$ cat src/rtl/rxf_pkg.sv
package rxf_pkg;
  typedef enum logic {
    MODE_BYTE = 1'b0,
    MODE_WORD = 1'b1
  } rxf_mode_e;

  localparam int unsigned LANE_BITS = 8;
endpackage

$ cat src/rtl/rxf_store.sv
module rxf_store
  import rxf_pkg::*;
#(
  parameter int unsigned BYTE_DEPTH = 16,
  parameter int unsigned LANES      = 4
) (
  input  logic                              clk,
  input  logic                              word_mode,
  input  logic                              we,
  input  logic [$clog2(BYTE_DEPTH)-1:0]     wr_ptr,
  input  logic [LANES*LANE_BITS-1:0]        wdata,
  input  logic [$clog2(BYTE_DEPTH)-1:0]     rd_ptr,
  output logic [LANES*LANE_BITS-1:0]        rdata
);
  localparam int unsigned PW   = $clog2(BYTE_DEPTH);
  localparam int unsigned LW   = $clog2(LANES);
  localparam int unsigned ROWS = BYTE_DEPTH / LANES;
  localparam int unsigned RW   = $clog2(ROWS);
  localparam int unsigned DW   = LANES * LANE_BITS;

  logic [RW-1:0]        wrow, rrow;
  logic [LANE_BITS-1:0] lane_q [LANES];

  // byte mode: low pointer bits pick the lane, high bits the row
  // word mode: pointer is the row, every lane takes part
  assign wrow = (word_mode == MODE_WORD) ? wr_ptr[RW-1:0] : wr_ptr[PW-1:LW];
  assign rrow = (word_mode == MODE_WORD) ? rd_ptr[RW-1:0] : rd_ptr[PW-1:LW];

  for (genvar l = 0; l < LANES; l++) begin : g_lane
    logic [LANE_BITS-1:0] mem [ROWS];
    logic                 lane_we;
    logic [LANE_BITS-1:0] lane_d;

    assign lane_we = we && ((word_mode == MODE_WORD) || (wr_ptr[LW-1:0] == LW'(l)));
    assign lane_d  = (word_mode == MODE_WORD) ? wdata[l*LANE_BITS +: LANE_BITS]
                                              : wdata[LANE_BITS-1:0];

    always_ff @(posedge clk) begin
      if (lane_we) mem[wrow] <= lane_d;
    end

    assign lane_q[l] = mem[rrow];
  end

  always_comb begin
    if (word_mode == MODE_WORD) begin
      for (int l = 0; l < LANES; l++) rdata[l*LANE_BITS +: LANE_BITS] = lane_q[l];
    end else begin
      rdata = '0;
      rdata[LANE_BITS-1:0] = lane_q[rd_ptr[LW-1:0]];
    end
  end
endmodule

$ cat src/rtl/rxf_ctrl.sv
module rxf_ctrl
  import rxf_pkg::*;
#(
  parameter int unsigned BYTE_DEPTH = 16,
  parameter int unsigned LANES      = 4
) (
  input  logic                              clk,
  input  logic                              rst,
  input  logic                              clr,
  input  logic                              word_mode,
  input  logic                              frame_valid,
  input  logic [LANES*LANE_BITS-1:0]        frame_data,
  input  logic                              cpu_rd,
  input  logic                              dbg_halt,
  input  logic                              dbg_ptr_we,
  input  logic [$clog2(BYTE_DEPTH)-1:0]     dbg_ptr,
  output logic                              wr_en,
  output logic [$clog2(BYTE_DEPTH)-1:0]     wr_ptr,
  output logic [LANES*LANE_BITS-1:0]        wr_data,
  output logic [$clog2(BYTE_DEPTH)-1:0]     rd_ptr,
  output logic [$clog2(BYTE_DEPTH):0]       level,
  output logic [$clog2(BYTE_DEPTH):0]       level_nxt,
  output logic                              ovf,
  output logic                              ovf_nxt
);
  localparam int unsigned WORD_DEPTH = BYTE_DEPTH / LANES;
  localparam int unsigned PW = $clog2(BYTE_DEPTH);
  localparam int unsigned CW = PW + 1;
  localparam int unsigned DW = LANES * LANE_BITS;

  logic [CW-1:0] depth_cur;
  logic [PW-1:0] ptr_mask;
  logic          full, rd_fire, take_new, take_pend, ovf_set;
  logic [DW-1:0] pend_q;

  assign depth_cur = (word_mode == MODE_WORD) ? CW'(WORD_DEPTH) : CW'(BYTE_DEPTH);
  assign ptr_mask  = (word_mode == MODE_WORD) ? PW'(WORD_DEPTH - 1) : PW'(BYTE_DEPTH - 1);
  assign full      = (level == depth_cur);

  // reads consume only when not halted and something is stored
  assign rd_fire   = cpu_rd && !dbg_halt && (level != '0);
  // new frame goes in unless locked out or no slot frees this cycle
  assign take_new  = frame_valid && !ovf && (!full || rd_fire);
  // a read during lockout moves the held frame into the freed slot
  assign take_pend = ovf && rd_fire;
  assign ovf_set   = frame_valid && !ovf && full && !rd_fire;

  assign wr_en   = (take_new || take_pend) && !clr;
  assign wr_data = take_pend ? pend_q : frame_data;

  always_comb begin
    if (clr) begin
      level_nxt = '0;
      ovf_nxt   = 1'b0;
    end else begin
      level_nxt = level + CW'(take_new || take_pend) - CW'(rd_fire);
      if (ovf_set)        ovf_nxt = 1'b1;
      else if (take_pend) ovf_nxt = 1'b0;
      else                ovf_nxt = ovf;
    end
  end

  always_ff @(posedge clk) begin
    if (rst || clr) begin
      wr_ptr <= '0;
      rd_ptr <= '0;
      level  <= '0;
      ovf    <= 1'b0;
      pend_q <= '0;
    end else begin
      level <= level_nxt;
      ovf   <= ovf_nxt;
      if (wr_en) wr_ptr <= (wr_ptr + PW'(1)) & ptr_mask;
      if (dbg_halt && dbg_ptr_we) rd_ptr <= dbg_ptr & ptr_mask;
      else if (rd_fire)           rd_ptr <= (rd_ptr + PW'(1)) & ptr_mask;
      if (ovf_set) pend_q <= frame_data;
    end
  end

  AST_LOCKOUT_HOLDS_LEVEL: assert property (@(posedge clk) disable iff (rst)
    (ovf && !(cpu_rd && !dbg_halt) && !clr) |=> $stable(level));

  AST_OVF_ONLY_WHEN_FULL: assert property (@(posedge clk) disable iff (rst)
    ovf |-> (level == depth_cur));

  AST_EMPTY_READ_IDLE: assert property (@(posedge clk) disable iff (rst)
    (cpu_rd && level == '0 && !frame_valid && !clr && !dbg_ptr_we)
      |=> (level == '0) && $stable(rd_ptr));

  AST_HALT_PTR_FROZEN: assert property (@(posedge clk) disable iff (rst)
    (dbg_halt && !dbg_ptr_we && !clr) |=> $stable(rd_ptr));

  AST_CLEAR_EMPTIES: assert property (@(posedge clk) disable iff (rst)
    clr |=> (level == '0) && !ovf && (rd_ptr == '0) && (wr_ptr == '0));

  AST_LEVEL_BOUNDED: assert property (@(posedge clk) disable iff (rst)
    (level <= CW'(BYTE_DEPTH)));
endmodule

$ cat src/rtl/rxf_flags.sv
module rxf_flags #(
  parameter int unsigned CW = 5
) (
  input  logic          clk,
  input  logic          rst,
  input  logic [CW-1:0] level_nxt,
  input  logic [CW-1:0] rx_thresh,
  input  logic          ovf_nxt,
  input  logic          err_ie,
  output logic          rxc,
  output logic          dma_req,
  output logic          err_irq
);
  logic ready_nxt;

  assign ready_nxt = (level_nxt != '0) && (level_nxt >= rx_thresh);

  always_ff @(posedge clk) begin
    if (rst) begin
      rxc     <= 1'b0;
      dma_req <= 1'b0;
      err_irq <= 1'b0;
    end else begin
      rxc     <= ready_nxt;
      dma_req <= ready_nxt;
      err_irq <= ovf_nxt && err_ie;
    end
  end
endmodule

$ cat src/rtl/rx_fifo_lock.sv
module rx_fifo_lock
  import rxf_pkg::*;
#(
  parameter int unsigned BYTE_DEPTH = 16,
  parameter int unsigned LANES      = 4
) (
  input  logic                                clk,
  input  logic                                rst,
  input  logic                                clr,
  input  logic                                word_mode,
  input  logic                                frame_valid,
  input  logic [LANES*LANE_BITS-1:0]          frame_data,
  input  logic                                cpu_rd,
  output logic [LANES*LANE_BITS-1:0]          rd_data,
  input  logic [$clog2(BYTE_DEPTH):0]         rx_thresh,
  output logic                                rxc,
  output logic                                dma_req,
  output logic [$clog2(BYTE_DEPTH):0]         level,
  output logic                                ovf,
  input  logic                                err_ie,
  output logic                                err_irq,
  input  logic                                dbg_halt,
  input  logic                                dbg_ptr_we,
  input  logic [$clog2(BYTE_DEPTH)-1:0]       dbg_ptr
);
  localparam int unsigned PW = $clog2(BYTE_DEPTH);
  localparam int unsigned CW = PW + 1;
  localparam int unsigned DW = LANES * LANE_BITS;

  logic          wr_en, ovf_nxt;
  logic [PW-1:0] wr_ptr, rd_ptr;
  logic [DW-1:0] wr_data;
  logic [CW-1:0] level_nxt;

  rxf_ctrl #(.BYTE_DEPTH(BYTE_DEPTH), .LANES(LANES)) u_ctrl (
    .clk(clk), .rst(rst), .clr(clr), .word_mode(word_mode),
    .frame_valid(frame_valid), .frame_data(frame_data), .cpu_rd(cpu_rd),
    .dbg_halt(dbg_halt), .dbg_ptr_we(dbg_ptr_we), .dbg_ptr(dbg_ptr),
    .wr_en(wr_en), .wr_ptr(wr_ptr), .wr_data(wr_data), .rd_ptr(rd_ptr),
    .level(level), .level_nxt(level_nxt), .ovf(ovf), .ovf_nxt(ovf_nxt)
  );

  rxf_store #(.BYTE_DEPTH(BYTE_DEPTH), .LANES(LANES)) u_store (
    .clk(clk), .word_mode(word_mode), .we(wr_en), .wr_ptr(wr_ptr),
    .wdata(wr_data), .rd_ptr(rd_ptr), .rdata(rd_data)
  );

  rxf_flags #(.CW(CW)) u_flags (
    .clk(clk), .rst(rst), .level_nxt(level_nxt), .rx_thresh(rx_thresh),
    .ovf_nxt(ovf_nxt), .err_ie(err_ie),
    .rxc(rxc), .dma_req(dma_req), .err_irq(err_irq)
  );

  AST_READY_TRACKS_LEVEL: assert property (@(posedge clk) disable iff (rst)
    $stable(rx_thresh) |-> (rxc == ((level != '0) && (level >= rx_thresh))));

  AST_ERR_NEEDS_OVF: assert property (@(posedge clk) disable iff (rst)
    err_irq |-> ovf);
endmodule

$ cat config.mk
export PLATFORM = sky130hd
export DESIGN_NAME = rx_fifo_lock
export DESIGN_NICKNAME = d
export VERILOG_FILES = /design/src/rtl/rxf_pkg.sv /design/src/rtl/rxf_store.sv /design/src/rtl/rxf_ctrl.sv /design/src/rtl/rxf_flags.sv /design/src/rtl/rx_fifo_lock.sv
export SDC_FILE = /design/constraint.sdc
export NUM_CORES = 1
export LEC_CHECK = 0
export BUFFER_PORTS_ARGS = -buffer_cell sky130_fd_sc_hd__clkbuf_2
export CORE_MARGIN = 10
export CORE_UTILIZATION = 45
export DETAILED_ROUTE_END_ITERATION = 8
export GPL_ROUTABILITY_DRIVEN = 0
export GPL_TIMING_DRIVEN = 0
export SYNTH_ARGS = -nofsm -noshare
export SYNTH_HDL_FRONTEND = slang
export SYNTH_SLANG_ARGS = --single-unit
$ cat constraint.sdc
create_clock -name clk -period 4.75 [get_ports clk]
set_input_delay 0.95 -clock clk [delete_from_list [all_inputs] [get_ports clk]]
set_output_delay 0.95 -clock clk [all_outputs]
set_load 0.1 [all_outputs]
==> flow_metrics.tcl, run 1 <==
set metrics [dict create \
    outcome "finished, final reports clean" \
    cts_resized 0 \
    layout_min_cycle_time_ns 4.50 \
    power.density_mw_per_mm2 381 \
    setup_tns_ns 0 \
    register_area_mm2 0.00480 \
    total_number_of_vias 7013 \
    required_worst_endpoint_ns 3.80 \
    core_mm2 0.0197 \
    postRouteAntennaNets 0 \
    grtUsageTotal 0.198 \
    buffer_ports.inserted 90 \
    most_frequent_cells_after_synthesis "128 x sky130_fd_sc_hd__edfxtp_1, 89 x sky130_fd_sc_hd__mux2i_1, 83 x sky130_fd_sc_hd__nand2_1, 78 x sky130_fd_sc_hd__nor2_1, 66 x sky130_fd_sc_hd__a21oi_1" \
    critical_path_class "input port to output port" \
    syn_avg_cell_area_um2 10.6 \
    ff2ff_path_depth 18 \
    antenna_found_initial 0 \
    fp.dieH_um 162 \
    r2r_setup_slack_ns 1.03 \
    fp-row-count 51 \
    ys_ff_latch 176 \
    floorplan.initialDensity 0.461 \
    wire_per_inst_um 21.2 \
    drt_first_iter_violations 656 \
    dpl_cell_area_mm2 0.00983 \
    synthDistinctLibCells 56 \
    clkSlewWorstSetupHoldPaths_ns 0.07 \
    worstSetupStartpoint "word_mode" \
    num_io_pins 91 \
    cp_data_arrival_time_ns 3.55 \
    cpMostUsedCell "sky130_fd_sc_hd__clkbuf_2" \
    layout.nets 1031 \
    timing.fmax_mhz 222 \
    wirelength_mm 26.4 \
    area_delta_synth_final_pct 15.6 \
    hold_path_class "flip-flop to flip-flop" \
    fillers 1805 \
    setup_slack_ns 0.251 \
    fp.dieW_um 162 \
    yosys.area.top_type "sky130_fd_sc_hd__edfxtp_1" \
    slew_headroom 0.374 \
    post_route_cell_area_mm2 0.0105 \
    synth.top_cell.area_share 0.425 \
    multi_input_comb_area_mm2 0.00377 \
    yosys_warnings 0 \
    num_antenna_cells 0 \
    synth-async-reset-ratio 0 \
    syn-cell-area_mm2 0.00905 \
    finClkSkew_ns 0.0135 \
    grt_start_max_net_pins 17 \
    grt_overflow 0 \
    peakVddDrop_mv 0.259 \
    worst-slew-pin-transition_ns 0.936 \
    timing.critical_path.to "rd_data[3]" \
    crit_path_max_fanout 10 \
    drt_pass1_iterations 7 \
    worst_path_largest_cell_delay_ns 0.46 \
    timing.final.hold_violations 0 \
    dominantRegCellSynth "sky130_fd_sc_hd__edfxtp_1" \
    synth-edff-count 128 \
    crit_path_cell_trace "clkbuf_2 -> buf_6 -> mux2i_2 -> buf_2 -> nor2_1 -> a22o_1 -> a32oi_1 -> o2111ai_1 -> clkbuf_2" \
    cts-hold-fix-buffers 0 \
    grt_first_pass_wirelength_mm 39.9 \
    rsz0062_at_grt "no" \
    final.period_utilization 0.947 \
    synth_nets 922 \
    timing.rr.end "u_flags.rxc" \
    worst_setup_timing_slack_at_the_placement_stage_ns 0.312 \
    syn-instance-count 855 \
    crit_slowest_cell "sky130_fd_sc_hd__mux2i_2" \
    clock_tree.htree_level_count 4 \
    end_kind "output port" \
    die-area_mm2 0.0262 \
    cts_tree "done" \
    remaining_drc_errors 0 \
    post-synth-top-count-cell "sky130_fd_sc_hd__edfxtp_1" \
    clockBufferDepth 2 \
    final_max_slew_viol_count 0 \
    worstSkewPairLatency_ns 0.43 \
    synth-seq-area-share 0.531 \
    fraction_of_final_layout_cells_with_drive_strength_greater_than_1 0.170 \
    post_synth_main_area_contributors "sky130_fd_sc_hd__edfxtp_1 42%, sky130_fd_sc_hd__dfxtp_1 11%, sky130_fd_sc_hd__mux2i_1 9.8%, sky130_fd_sc_hd__a21oi_1 3.6%, sky130_fd_sc_hd__nand2_1 3.4%" \
    cts.root.buffer_cell "sky130_fd_sc_hd__clkbuf_16" \
    clkSinkCount 176 \
    critical_path.startpoint_type "input port" \
    reg2reg_from "u_ctrl.level[2]" \
    via_per_inst 5.65 \
    final-setup-viol-count 0 \
    cts_bufs_inserted 17 \
    leakage_power_uw 0.00404 \
    post_dp_hpwl_mm 19.9 \
    finish.cell_count_without_fillers 1242 \
    max-cap-violations 0 \
    post_cts_buffers 0 \
    first_global_vias 6714 \
    placed_cells 1210 \
]
==> worst max-delay path: cells and delay by family <==
kind | cells | cell delay [ns]
AOI/OAI and AO/OA | 3 | 0.86
buffers and inverters | 4 | 1.07
muxes | 1 | 0.46
and+or+nand+nor | 1 | 0.20
==> placed cells by master (no fill, tap or decap), types with 4 or more instances in the layout <==
cell                        Yosys  routed
sky130_fd_sc_hd__edfxtp_1     128     128
sky130_fd_sc_hd__clkbuf_2       0      90
sky130_fd_sc_hd__mux2i_1       89      89
sky130_fd_sc_hd__nand2_1       83      83
sky130_fd_sc_hd__nor2_1        78      78
sky130_fd_sc_hd__a21oi_1       66      66
sky130_fd_sc_hd__dfxtp_1       48      48
sky130_fd_sc_hd__inv_1         42      42
sky130_fd_sc_hd__o21ai_0       31      31
sky130_fd_sc_hd__a22oi_1       31      31
sky130_fd_sc_hd__nand3_1       26      26
sky130_fd_sc_hd__clkbuf_1      21      21
sky130_fd_sc_hd__buf_2         19      19
sky130_fd_sc_hd__clkbuf_16      0      17
sky130_fd_sc_hd__ha_1          16      16
sky130_fd_sc_hd__a21o_1        13      13
sky130_fd_sc_hd__a32oi_1       13      13
sky130_fd_sc_hd__a31oi_1       12      12
sky130_fd_sc_hd__or3_1         10      10
sky130_fd_sc_hd__nor3_1         9       9
sky130_fd_sc_hd__a22o_1         9       9
sky130_fd_sc_hd__nand2b_1       8       8
sky130_fd_sc_hd__nor2b_1        8       8
sky130_fd_sc_hd__or2_2          8       8
sky130_fd_sc_hd__o2111ai_1      8       8
sky130_fd_sc_hd__a21boi_0       7       7
sky130_fd_sc_hd__o31a_1         7       7
sky130_fd_sc_hd__buf_1          6       6
sky130_fd_sc_hd__buf_4          6       6
sky130_fd_sc_hd__o21a_1         5       5
sky130_fd_sc_hd__a211oi_1       5       5
sky130_fd_sc_hd__inv_6          0       4
sky130_fd_sc_hd__bufinv_16      0       4
==> cell type report <==
type,instances,share of cell area
flip-flops and latches,176,0.459
multi-input cells,579,0.360
repair buffers,90,0.0430
clock buffers,17,0.0407
well taps,265,0.0317
plain buffers,56,0.0299
clock inverters,15,0.0195
inverters,44,0.0160
==> worst min-delay path by stage <==
stage	start	end	slack (ns)	depth (start not counted)
global placement	u_ctrl.pend_q[31]	u_ctrl.pend_q[31]	0.47	2
floorplan	u_ctrl.pend_q[0]	u_ctrl.pend_q[0]	0.46	2
CTS	u_ctrl.pend_q[2]	u_ctrl.pend_q[2]	0.50	2
global route	u_ctrl.pend_q[5]	u_ctrl.pend_q[5]	0.52	2
finish	u_ctrl.pend_q[14]	u_ctrl.pend_q[14]	0.50	2
detailed placement	u_ctrl.pend_q[2]	u_ctrl.pend_q[2]	0.48	2
==> power by group <==
group          leakage (µW)  internal [µW]  switching (µW)  total (µW)
logic               0.00219            211             587         798
registers           0.00154           1680            19.4        1700
clock network      0.000302            887             602        1490
total               0.00404           2780            1210        3990
==> logic make-up after synthesis <==
logic type      count (synthesis)  synth area share
simple gates                  243             0.123
compound gates                222             0.162
flops                         176             0.531
buf+inv                       100            0.0531
mux                            91             0.101
fa+ha+maj                      17            0.0243
xor+xnor                        6           0.00581
==> registers in the layout, summed over array words and instances (netlist names) <==
| signal | cells |
|---|---|
| u_ctrl.ovf | 1 |
| u_ctrl.wr_ptr | 4 |
| u_ctrl.pend_q | 32 |
| u_store.g_lane.mem | 128 |
| u_ctrl.level | 5 |
| u_flags.rxc | 1 |
| u_ctrl.rd_ptr | 4 |
| u_flags.err_irq | 1 |
==> routing by layer <==
| metal | part of all wire | GRT usage | up-vias |
|---|---|---|---|
| met5 | 0 | 0 | - |
| met1 | 0.44 | 0.265 | 3313 |
| met4 | 0.031 | 0.0897 | 0 |
| li1 | - | - | 3367 |
| met3 | 0.093 | 0.0579 | 41 |
| met2 | 0.44 | 0.291 | 292 |
==> stage by stage <==
stage	hold WS (ns)	util	power (µW)
floorplan	0.460	-	2340
global placement	0.472	0.500	2530
detailed placement	0.481	0.500	2540
CTS	0.498	0.532	4020
global route	0.520	0.532	4140
finish	0.496	0.532	3990
(Power assumes the default switching activity.)
==> inputs of run 2 (changes only) <==
--- a/config.mk
+++ b/config.mk
@@ -6,6 +6,7 @@
 export NUM_CORES = 1
 export LEC_CHECK = 0
 export BUFFER_PORTS_ARGS = -buffer_cell sky130_fd_sc_hd__clkbuf_2
+export CORE_ASPECT_RATIO = 1.75
 export CORE_MARGIN = 10
 export CORE_UTILIZATION = 45
 export DETAILED_ROUTE_END_ITERATION = 8
==> flow_metrics.tcl, run 2 (synthesis gave the netlist of run 1 again) <==
set metrics [dict create \
    outcome "finished, final reports clean" \
    post_dp_hpwl_mm 21.9 \
    timing.final.hold_violations 0 \
    fp-row-count 68 \
    remaining_drc_errors 0 \
    reg.largest.list "u_store.g_lane.mem (128), u_ctrl.pend_q (32), u_ctrl.level (5)" \
    layout_commonest_cell "sky130_fd_sc_hd__edfxtp_1" \
    max-cap-violations 0 \
    final-setup-viol-count 0 \
    floorplan.initialDensity 0.459 \
    post_route_cell_area_mm2 0.0104 \
    clkSinkCount 176 \
    worstSetupStartpoint "word_mode" \
    total_number_of_vias 7205 \
    routedLengthMet1_mm 10.6 \
    grt_first_pass_wirelength_mm 44.2 \
    cts_bufs_inserted 17 \
    post_cts_buffers 0 \
    rsz0062_at_grt "no" \
    cp_data_arrival_time_ns 3.56 \
    via_per_inst 5.90 \
    ff2ff_path_depth 19 \
    wirelength_mm 29.0 \
    required_worst_endpoint_ns 3.80 \
    hold_path_startpoint "u_ctrl.pend_q[31]" \
    met2WireLength_mm 15.0 \
    critical_path_class "input port to output port" \
    most-common-layout-cells "128 x sky130_fd_sc_hd__edfxtp_1, 91 x sky130_fd_sc_hd__clkbuf_2, 89 x sky130_fd_sc_hd__mux2i_1" \
    cts-hold-fix-buffers 0 \
    hold_path_class "flip-flop to flip-flop" \
    timing.fmax_mhz 222 \
    setup_tns_ns 0 \
    crit_slowest_cell "sky130_fd_sc_hd__clkbuf_1" \
    final_util 0.527 \
    worst_path_largest_cell_delay_ns 0.57 \
    fp.dieH_um 208 \
    end_kind "output port" \
    final.period_utilization 0.949 \
    cts_resized 0 \
    wire_per_inst_um 23.7 \
    placed_cells 1190 \
    crit_path_max_fanout 10 \
    finish.cell_count_without_fillers 1222 \
    fraction_of_final_layout_cells_with_drive_strength_greater_than_1 0.172 \
    cts_tree "done" \
    slew_headroom 0.222 \
    core_mm2 0.0197 \
    crit_path_cell_trace "clkbuf_2 -> buf_6 -> mux2i_2 -> clkbuf_1 -> nand2_1 -> a22oi_1 -> a2bb2oi_1 -> o2111ai_1 -> clkbuf_2" \
    clock_tree.htree_level_count 4 \
    peakVddDrop_mv 0.242 \
    worst-slew-pin-transition_ns 1.16 \
    dpl_cell_area_mm2 0.00981 \
    postRouteAntennaNets 0 \
    capture_endpoint_of_the_worst_hold_path "u_ctrl.pend_q[31]" \
    power.density_mw_per_mm2 381 \
    min_path_cells 2 \
    antenna_found_initial 0 \
    layout_min_cycle_time_ns 4.51 \
    num_antenna_cells 0 \
    grt_start_max_net_pins 18 \
    grtUsageTotal 0.220 \
    fp.dieW_um 127 \
    die-area_mm2 0.0264 \
    power.total_uw 3960 \
    routed-wl-met3_mm 1.97 \
    leakage_power_uw 0.00404 \
    num_io_pins 91 \
    final_max_slew_viol_count 0 \
    clockBufferDepth 2 \
    first_global_vias 7346 \
    reg2reg_from "u_ctrl.level[2]" \
    number_of_flip_flops_under_the_largest_register_name 128 \
    timing.rr.end "u_flags.rxc" \
    layout.nets 1031 \
    highest_layer "met4" \
    buffer_ports.inserted 90 \
    drt_first_iter_violations 592 \
    clkSlewWorstSetupHoldPaths_ns 0.07 \
    r2r_setup_slack_ns 0.96 \
    grt_overflow 0 \
    critical_path.startpoint_type "input port" \
    finClkSkew_ns 0.0153 \
    register_ranked_first_by_flip_flop_count "u_store.g_lane.mem" \
    area_delta_synth_final_pct 15.0 \
    cts.root.buffer_cell "sky130_fd_sc_hd__clkbuf_16" \
    drt_pass1_iterations 7 \
    cpMostUsedCell "sky130_fd_sc_hd__clkbuf_2" \
    worstSkewPairLatency_ns 0.45 \
]
-- run 2: layout make-up --
class	count	area (µm²)
plain buffers	56	313
fillers	1836	9330
repair buffers	90	450
well taps	245	307
multi-input cells	579	3770
inverters	44	168
clock buffers	20	469
flip-flops and latches	176	4800
clock inverters	12	129
-- run 2: critical path, delay by kind of cell --
family	cells	cell delay, ns
AOI/OAI and AO/OA	3	0.62
muxes	1	0.52
buffers and inverters	4	1.35
and+or+nand+nor	1	0.11
-- run 2: worst max-delay path by stage --
| stage | endpoint | slack [ns] | cells after the start |
|---|---|---|---|
| 2_1_floorplan | rd_data[26] | 0.06 | 6 |
| 3_3_place_gp | rd_data[6] | 0.26 | 9 |
| 3_5_place_dp | rd_data[6] | 0.27 | 9 |
| 4_1_cts | rd_data[6] | 0.27 | 9 |
| 5_1_grt | rd_data[6] | 0.14 | 9 |
| 6_report | rd_data[6] | 0.24 | 9 |
-- run 2: power by group --
group	switching (µW)	total, µW	internal (µW)
clock	656	1450	792
sequential	20.0	1700	1680
combinational	598	810	212
total	1270	3960	2690
-- run 2: stage by stage --
stage | worst slack (ns) | hold WS, ns
4_1_cts | 0.268 | 0.497
2_1_floorplan | 0.0634 | 0.460
3_5_place_dp | 0.267 | 0.478
6_report | 0.243 | 0.492
3_3_place_gp | 0.264 | 0.471
5_1_grt | 0.142 | 0.516
-- run 2: metal layers --
layer  vias to the layer above  GRT usage
met5                         -          0
met4                         0      0.121
met3                        75     0.0465
met2                       339      0.387
met1                      3435      0.237
li1                       3356          -
